File: config.mk
export PLATFORM = sky130hd
export DESIGN_NAME = sar_adc_ctrl
export DESIGN_NICKNAME = d
export VERILOG_FILES = /design/src/rtl/sar_pkg.sv /design/src/rtl/sar_arm.sv /design/src/rtl/sar_seq.sv /design/src/rtl/sar_result.sv /design/src/rtl/sar_adc_ctrl.sv
export SDC_FILE = /design/constraint.sdc
export NUM_CORES = 1
export LEC_CHECK = 0
export ABC_CLOCK_PERIOD_IN_PS = 1600
export BUFFER_PORTS_ARGS = -buffer_cell sky130_fd_sc_hd__clkbuf_2
export CORE_MARGIN = 2
export CORE_UTILIZATION = 47
export DETAILED_ROUTE_END_ITERATION = 10
export HOLD_SLACK_MARGIN = 0.03
export PLACE_DENSITY = 0.85
export SYNTH_ARGS = -nofsm -noshare
export SYNTH_HDL_FRONTEND = slang
export SYNTH_SLANG_ARGS = --single-unit
File: constraint.sdc
create_clock -name clk -period 1.6 [get_ports clk]
set_clock_uncertainty 0.1 [all_clocks]
set_input_delay 0.32 -clock clk [delete_from_list [all_inputs] [get_ports clk]]
set_output_delay 0.32 -clock clk [all_outputs]
set_load 0.02 [all_outputs]
File: src/rtl/sar_pkg.sv
// Shared constants for the conversion sequencer.
// Assumes one clock cycle per state time.
package sar_pkg;
    localparam int RES_BITS   = 10;
    localparam int CHAN_W     = 3;
    localparam int SAMPLE_CYC = 11;
    localparam int BIT_CYC    = 8;
    localparam int TOTAL_CYC  = 91;
endpackage

File: src/rtl/sar_arm.sv
// Command capture: turns command writes and trigger pulses into a start strobe.
// Assumes cmd_we and hw_trig are single-cycle synchronous strobes.
module sar_arm #(
    parameter int CHAN_W = 3
) (
    input  logic              clk,
    input  logic              rst_n,
    input  logic              cmd_we,
    input  logic [CHAN_W-1:0] cmd_chan,
    input  logic              cmd_go,
    input  logic              hw_trig,
    input  logic              busy,
    output logic              start,
    output logic [CHAN_W-1:0] start_chan
);
    logic              armed_q;
    logic [CHAN_W-1:0] armed_chan_q;
    logic              trig_start;
    logic              cmd_start;

    // Decide the start source; a trigger on a stored command wins over a write.
    always_comb begin
        trig_start = !busy && armed_q && hw_trig;
        cmd_start  = !busy && !trig_start && cmd_we && cmd_go;
        start      = trig_start || cmd_start;
        start_chan = trig_start ? armed_chan_q : cmd_chan;
    end

    // Hold a deferred command until a trigger uses it up or a new write replaces it.
    always_ff @(posedge clk) begin
        if (!rst_n) begin
            armed_q      <= 1'b0;
            armed_chan_q <= '0;
        end else if (!busy) begin
            if (trig_start) begin
                armed_q <= 1'b0;
            end else if (cmd_we) begin
                armed_q      <= !cmd_go;
                armed_chan_q <= cmd_chan;
            end
        end
    end

    p_trig_consumes_r8: assert property (@(posedge clk) disable iff (!rst_n)
        (start && armed_q && hw_trig) |=> !armed_q);
    p_busy_write_ignored_r9: assert property (@(posedge clk) disable iff (!rst_n)
        (busy && cmd_we) |=> ($stable(armed_q) && $stable(armed_chan_q)));
endmodule

File: src/rtl/sar_seq.sv
// Conversion timing and successive-approximation register.
// Assumes cmp_in is settled at each edge and that start only arrives while idle.
module sar_seq #(
    parameter int RES_BITS   = 10,
    parameter int SAMPLE_CYC = 11,
    parameter int BIT_CYC    = 8,
    parameter int TOTAL_CYC  = 91
) (
    input  logic                clk,
    input  logic                rst_n,
    input  logic                start,
    input  logic                cmp_in,
    output logic                busy,
    output logic                sampling,
    output logic                finish,
    output logic [RES_BITS-1:0] dac_code,
    output logic [RES_BITS-1:0] result_val
);
    localparam int CW = $clog2(TOTAL_CYC);

    logic [CW-1:0]       cnt_q;
    logic                busy_q;
    logic [RES_BITS-1:0] code_q;
    logic [RES_BITS-1:0] code_nxt;

    // Phase decode for the outputs.
    always_comb begin
        busy     = busy_q;
        sampling = busy_q && (int'(cnt_q) < SAMPLE_CYC);
        finish   = busy_q && (int'(cnt_q) == TOTAL_CYC - 1);
        dac_code = code_q;
    end

    // Next trial code: set the MSB after sampling, then resolve one bit per interval.
    always_comb begin
        code_nxt = code_q;
        if (busy_q && int'(cnt_q) == SAMPLE_CYC - 1)
            code_nxt[RES_BITS-1] = 1'b1;
        for (int k = 0; k < RES_BITS; k++) begin
            if (busy_q && int'(cnt_q) == SAMPLE_CYC + (k + 1) * BIT_CYC - 1) begin
                if (!cmp_in)
                    code_nxt[RES_BITS-1-k] = 1'b0;
                if (k < RES_BITS - 1)
                    code_nxt[RES_BITS-2-k] = 1'b1;
            end
        end
        result_val = code_nxt;
    end

    // Cycle counter, busy flag and code register.
    always_ff @(posedge clk) begin
        if (!rst_n) begin
            busy_q <= 1'b0;
            cnt_q  <= '0;
            code_q <= '0;
        end else if (start) begin
            busy_q <= 1'b1;
            cnt_q  <= '0;
            code_q <= '0;
        end else if (busy_q) begin
            code_q <= code_nxt;
            if (finish) begin
                busy_q <= 1'b0;
                cnt_q  <= '0;
            end else begin
                cnt_q <= cnt_q + 1'b1;
            end
        end
    end

    p_start_busy_r2: assert property (@(posedge clk) disable iff (!rst_n)
        start |=> (busy && cnt_q == '0));
    p_sample_dac_zero_r3: assert property (@(posedge clk) disable iff (!rst_n)
        sampling |-> (dac_code == '0));
    p_busy_holds_r4: assert property (@(posedge clk) disable iff (!rst_n)
        (busy && !finish) |=> busy);
    p_finish_idle_r4: assert property (@(posedge clk) disable iff (!rst_n)
        finish |=> !busy);
endmodule

File: src/rtl/sar_result.sv
// Result bytes, channel field and done pulse.
// Assumes RES_BITS - 8 equals 2, so the low byte packs exactly as documented.
module sar_result #(
    parameter int RES_BITS = 10,
    parameter int CHAN_W   = 3
) (
    input  logic                clk,
    input  logic                rst_n,
    input  logic                start,
    input  logic [CHAN_W-1:0]   start_chan,
    input  logic                finish,
    input  logic                busy,
    input  logic [RES_BITS-1:0] result_val,
    output logic [7:0]          res_hi,
    output logic [7:0]          res_lo,
    output logic [CHAN_W-1:0]   chan,
    output logic                done
);
    localparam int LO_W  = RES_BITS - 8;
    localparam int PAD_W = 8 - LO_W - 1 - CHAN_W;

    logic [7:0]        hi_q;
    logic [LO_W-1:0]   lo_q;
    logic [CHAN_W-1:0] chan_q;
    logic              done_q;

    // Latch the channel at start and the result at finish.
    always_ff @(posedge clk) begin
        if (!rst_n) begin
            hi_q   <= '0;
            lo_q   <= '0;
            chan_q <= '0;
            done_q <= 1'b0;
        end else begin
            done_q <= finish;
            if (start)
                chan_q <= start_chan;
            if (finish) begin
                hi_q <= result_val[RES_BITS-1:LO_W];
                lo_q <= result_val[LO_W-1:0];
            end
        end
    end

    // Pack the status byte.
    always_comb begin
        res_hi = hi_q;
        res_lo = {lo_q, {PAD_W{1'b0}}, busy, chan_q};
        chan   = chan_q;
        done   = done_q;
    end

    p_done_single_r4: assert property (@(posedge clk) disable iff (!rst_n)
        done |=> !done);
    p_result_stable_r5: assert property (@(posedge clk) disable iff (!rst_n)
        !finish |=> ($stable(hi_q) && $stable(lo_q)));
endmodule

File: src/rtl/sar_adc_ctrl.sv
// Top level of the successive-approximation conversion sequencer.
// Assumes an external DAC, comparator and sample-and-hold; one state time per clock.
module sar_adc_ctrl
    import sar_pkg::*;
(
    input  logic                clk,
    input  logic                rst_n,
    input  logic                cmd_we,
    input  logic [CHAN_W-1:0]   cmd_chan,
    input  logic                cmd_go,
    input  logic                hw_trig,
    input  logic                cmp_in,
    output logic [RES_BITS-1:0] dac_code,
    output logic [CHAN_W-1:0]   mux_sel,
    output logic                sample_hold,
    output logic [7:0]          res_hi,
    output logic [7:0]          res_lo,
    output logic                conv_done
);
    logic                start;
    logic [CHAN_W-1:0]   start_chan;
    logic                busy;
    logic                finish;
    logic [RES_BITS-1:0] result_val;

    sar_arm #(.CHAN_W(CHAN_W)) u_arm (
        .clk(clk), .rst_n(rst_n), .cmd_we(cmd_we), .cmd_chan(cmd_chan),
        .cmd_go(cmd_go), .hw_trig(hw_trig), .busy(busy),
        .start(start), .start_chan(start_chan)
    );

    sar_seq #(
        .RES_BITS(RES_BITS), .SAMPLE_CYC(SAMPLE_CYC),
        .BIT_CYC(BIT_CYC), .TOTAL_CYC(TOTAL_CYC)
    ) u_seq (
        .clk(clk), .rst_n(rst_n), .start(start), .cmp_in(cmp_in),
        .busy(busy), .sampling(sample_hold), .finish(finish),
        .dac_code(dac_code), .result_val(result_val)
    );

    sar_result #(.RES_BITS(RES_BITS), .CHAN_W(CHAN_W)) u_res (
        .clk(clk), .rst_n(rst_n), .start(start), .start_chan(start_chan),
        .finish(finish), .busy(busy), .result_val(result_val),
        .res_hi(res_hi), .res_lo(res_lo), .chan(mux_sel), .done(conv_done)
    );
endmodule

Word level (Yosys, flattened, before mapping). Cells that the tools add are included.

Input port bits: 9. Logic and storage cells: 78. Output and inout port bits: 31. Register bits: 36.

Reduce and logical (&&, ||, !) cells: 25. Equal/unequal tests: 11. Bitwise operators: 3. Muxes and demuxes: 28. Magnitude comparators: 1. Add/subtract/negate cells: 1.

Operator list (count): equality test 7 bit, second input constant (8); 2-to-1 mux 2 bit (9); logical AND 1 bit (17); 2-to-1 mux 1 bit (17); equality test 7 x 6 -> 1 bit, second input constant (2); adder 7 x 1 -> 7 bit, second input constant (1); equality test 7 x 5 -> 1 bit, second input constant (1); less-than comparator 7 x 4 -> 1 bit, second input constant (1); 2-to-1 mux 7 bit (1); logical NOT 1 bit (3); 2-to-1 mux 3 bit (1); inverter 1 bit (3); AND reduction 3 bit (1); AND reduction 2 bit (1); nonzero test 2 bit (1); OR reduction 2 bit (1); logical OR 1 bit (1).

Logic depth before layout (Yosys ltp).
Word-level depth: 23. Depth in mapped cells: 7. Gate-level depth less buffers: 5.

By module. Synthesis repeated with hierarchy kept, for this count alone.

Cell total of the unflattened synthesis: 196. Area, all modules: 1879.3 um^2.

By module, submodules not included: sar_seq (area an instance 1093.5 um^2, cells each 123, seq. area each 360.3 um^2, instances 1); sar_result (area an instance 563.0 um^2, cells each 50, seq. area each 280.3 um^2, instances 1); sar_arm (area an instance 222.7 um^2, cells each 23, seq. area each 80.1 um^2, instances 1).

Worst setup path before layout. Ideal clock, no wire load.

Kind: register to output. Start: reg u_seq.cnt_q[4]. End: out sample_hold. Data arrival time: 1.299 ns. Path buffers: 1. Data required time: 1.180 ns. Stages on the path, launching flop included: 4. Slack: -0.119 ns. Cells stage by stage: dfxtp_1 buf_6 or4b_4 a21oi_1.

Word-level cells in the longest chain between the ends: 2.

Ends and longest elaborated chain: start, declared (line sar_seq.sv:21) `logic [CW-1:0] cnt_q;`; start signal, assigned (line sar_seq.sv:66) `cnt_q <= cnt_q + 1'b1;`; less-than comparator 7 x 4 -> 1 bit (line sar_seq.sv:29) `sampling = busy_q && (int'(cnt_q) < SAMPLE_CYC);`; logical AND 1 bit (line sar_seq.sv:29); end, declared (line sar_adc_ctrl.sv:15) `output logic sample_hold,`.

No other way between the ends.

Final worst setup path.
Start: reg u_seq.cnt_q[6]. End: out sample_hold.

Same word-level chain as after synthesis.

==> flow_metrics.tcl <==
set metrics [dict create \
    synth_cell_type_count 41 \
    synth_top_area_frac 0.437 \
    fin_util 0.610 \
    p_per_area_mw_per_mm2 846 \
    startpoint_type "register" \
    fillCellCount 318 \
    place_ws_ns 0.0430 \
    start_util 0.490 \
    hp-class "in -> reg" \
    insertion_delay_ns 0.34 \
    ir_worst_vdd_mv 0.508 \
    worstPathRequired_ns 1.18 \
    ys_seq_elements 36 \
    worstPathCellList "or4b_4 > a21oi_4 > buf_8" \
    synthTopCellsByCount "dfxtp_1 (36), a21oi_1 (31), o21ai_0 (16)" \
    drive_above_1_share 0.349 \
    area_growth_pct 24.6 \
    synth_edf_count 0 \
    htreeDepth 2 \
    track_usage 0.189 \
    fp.dieW_um 63.2 \
    p_leak_uw 0.000812 \
    coreArea_mm2 0.00336 \
    setup_violations 1 \
    regToRegEndpoint "u_seq.cnt_q[6]$_SDFFE_PP0P_" \
    status "finished with violations" \
    yosys_warnings 0 \
    worst_slack_ns -0.282 \
    nNetsFinal 239 \
    met3_length_um 254 \
    clkTransAtPathRegs_ns 0.11 \
    cts_tree "yes" \
    rsz0062_at_grt "yes" \
    die_h_um 63.2 \
    post-route-drc-count 0 \
    cts_root_buffer "clkbuf_4" \
    syn_area_per_cell_um2 8.96 \
    n_antenna_cell 0 \
    violations "negative setup slack" \
    die_area_mm2 0.00400 \
    async_flop_share 0 \
    grt_start_max_net_pins 21 \
    period_share 1.18 \
    hold_path_startpoint "cmd_chan[1]" \
    timing.final.hold_violations 0 \
    synth_area_leaders "dfxtp_1 (44%), a21oi_1 (9.4%), o21ai_0 (4.9%)" \
    grt_antenna_before_repair 0 \
    first_iter_violations 73 \
    hold_buffers 0 \
    placed_area_mm2 0.00191 \
    grt_pass1_vias 1395 \
    port_buffers 37 \
    gp_congestion 0.795 \
    ys.flop_type "dfxtp_1" \
    clkSinkCount 36 \
    fmax_mhz 531 \
    dr.pass1.iters 4 \
    crit-reg2reg-launch "u_seq.cnt_q[0]$_SDFFE_PP0P_" \
    synth_most_common_cell "dfxtp_1" \
    r2r_setup_slack_ns 0.05 \
    routed_wl_um 3740 \
    syn_inst 184 \
    crit_slowest_cell "or4b_4" \
    slew_viol_final 0 \
    critPathKind "reg -> out" \
    crit_buf_inv 1 \
    synth_area_mm2 0.00165 \
    yosys.area.top_type "dfxtp_1" \
    cts_inserted_buffers 5 \
    drtAntennaViolNets 0 \
    wl_met2_um 1790 \
    crit_path_max_incr_delay_ns 0.55 \
    min_path_cells 3 \
    routedWlPerCell_um 13.6 \
    end_kind "output pin" \
    ios 40 \
    num_vias 1554 \
    fin_area_mm2 0.00205 \
    wl_met1_um 1610 \
    hold_path_end "u_arm.armed_chan_q[1]$_SDFFE_PN0P_" \
    cap_viol_max_count 0 \
    path_depth 3 \
    grt_overflow_total 0 \
    path_max_fanout 2 \
    rows 21 \
    yosysSeqAreaShare 0.437 \
    clockBufferDepth 2 \
    grt_pass1_wl_um 6020 \
    design_power_total_uw 1740 \
    critical-path-top-delay-family "simple AND/OR/NAND/NOR gates" \
    fin_crit_ns 1.88 \
    crit_arrival_ns 1.46 \
    dp_hpwl_um 2680 \
    topRoutingLayerUsed "met4" \
    r2r_cells 5 \
    viasPerCell 5.65 \
]
per-layer routing:
layer	track usage	vias to the layer above
met5	0	-
met2	0.323	65
met4	0.0897	0
li1	-	755
met1	0.228	724
met3	0.0375	10
cell type report:
cell class	count	area, um^2	area share
Multi-Input combinational cell	127	835	0.406
Timing Repair Buffer	56	354	0.172
Tap cell	46	57.6	0.0280
Sequential cell	36	723	0.352
Inverter	2	7.51	0.00366
Clock buffer	6	41.3	0.0201
Clock inverter	2	35.0	0.0171
power by group:
part	total [uW]	internal [uW]	switching, uW
Sequential	927	915	11.7
Clock	625	328	298
Combinational	184	74.9	109
flip-flops by register name (all words and copies together), names as in the netlist:
register / flops
u_arm.armed_q: 1
u_res.chan: 3
u_res.res_hi: 8
u_arm.armed_chan_q: 3
u_seq.busy: 1
u_seq.cnt_q: 7
u_res.done: 1
u_seq.dac_code: 10
u_res.lo_q: 2
worst max path at each step:
stage	start	end	slack, ns
after floorplan	u_seq.cnt_q[4]$_SDFFE_PP0P_	sample_hold	0.03
after detailed placement	u_seq.cnt_q[0]$_SDFFE_PP0P_	u_res.res_hi[4]$_SDFFE_PN0P_	0.04
final	u_seq.cnt_q[6]$_SDFFE_PP0P_	sample_hold	-0.28
after CTS	u_seq.cnt_q[4]$_SDFFE_PP0P_	sample_hold	-0.31
after global placement	u_seq.cnt_q[4]$_SDFFE_PP0P_	sample_hold	0.06
after global routing	u_seq.cnt_q[6]$_SDFFE_PP0P_	sample_hold	-0.33
kinds of logic (layout without fill, tap and decap cells):
kind of cell / Yosys count / after routing / share of synthesized area
DFF: 36 / 36 / 0.437
AOI/OAI and AO/OA: 63 / 63 / 0.219
xor gates and xnor gates: 3 / 3 / 0.0159
buffers and inverters: 22 / 66 / 0.0797
muxes: 3 / 3 / 0.0182
and+or+nand+nor: 54 / 54 / 0.212
other: 1 / 2 / 0.00228
adders and majority gates: 2 / 2 / 0.0152
through the flow:
step / hold slack, ns / cells / TNS (ns)
2_1_floorplan: 0.351 / 185 / 0
3_3_place_gp: 0.360 / 263 / 0
3_5_place_dp: 0.372 / 263 / 0
4_1_cts: 0.123 / 271 / -0.308
5_1_grt: 0.129 / 275 / -0.374
6_report: 0.117 / 275 / -0.282
what timing repair did:
item                                    in CTS  in global routing
cloned                                       0                  0
endpoints found under the setup margin       1                 23
buffers inserted                             0                  4
pin swaps                                    0                  3
resized for setup                            2                 10
worst min-delay path, stage by stage:
cell and delay [ns]:
clkbuf_2 0.09, nand3_1 0.06, a21oi_1 0.05
layout by cell type (no fill, tap or decap), types with 2 or more instances in the layout:
master | synthesis | final
dfxtp_2 | 0 | 2
nor3b_2 | 2 | 2
conb_1 | 1 | 2
or3_1 | 2 | 2
a21oi_1 | 31 | 29
nor2b_1 | 2 | 2
xor2_1 | 3 | 3
inv_1 | 2 | 2
nand2_1 | 3 | 3
clkbuf_2 | 0 | 36
nor2_1 | 7 | 7
dfxtp_1 | 36 | 34
mux2i_1 | 3 | 3
and3b_2 | 2 | 2
a211oi_2 | 1 | 3
o21ai_0 | 16 | 16
nor3_1 | 4 | 4
nand3_1 | 9 | 9
a211oi_1 | 10 | 8
nand4_1 | 3 | 3
nand3b_1 | 3 | 3
nor4_1 | 3 | 3
clkbuf_4 | 0 | 5
and3b_1 | 2 | 2
buf_4 | 7 | 17
nor3b_1 | 2 | 2
nand2b_1 | 3 | 3
Note: power is estimated with default switching activity, not from simulation.
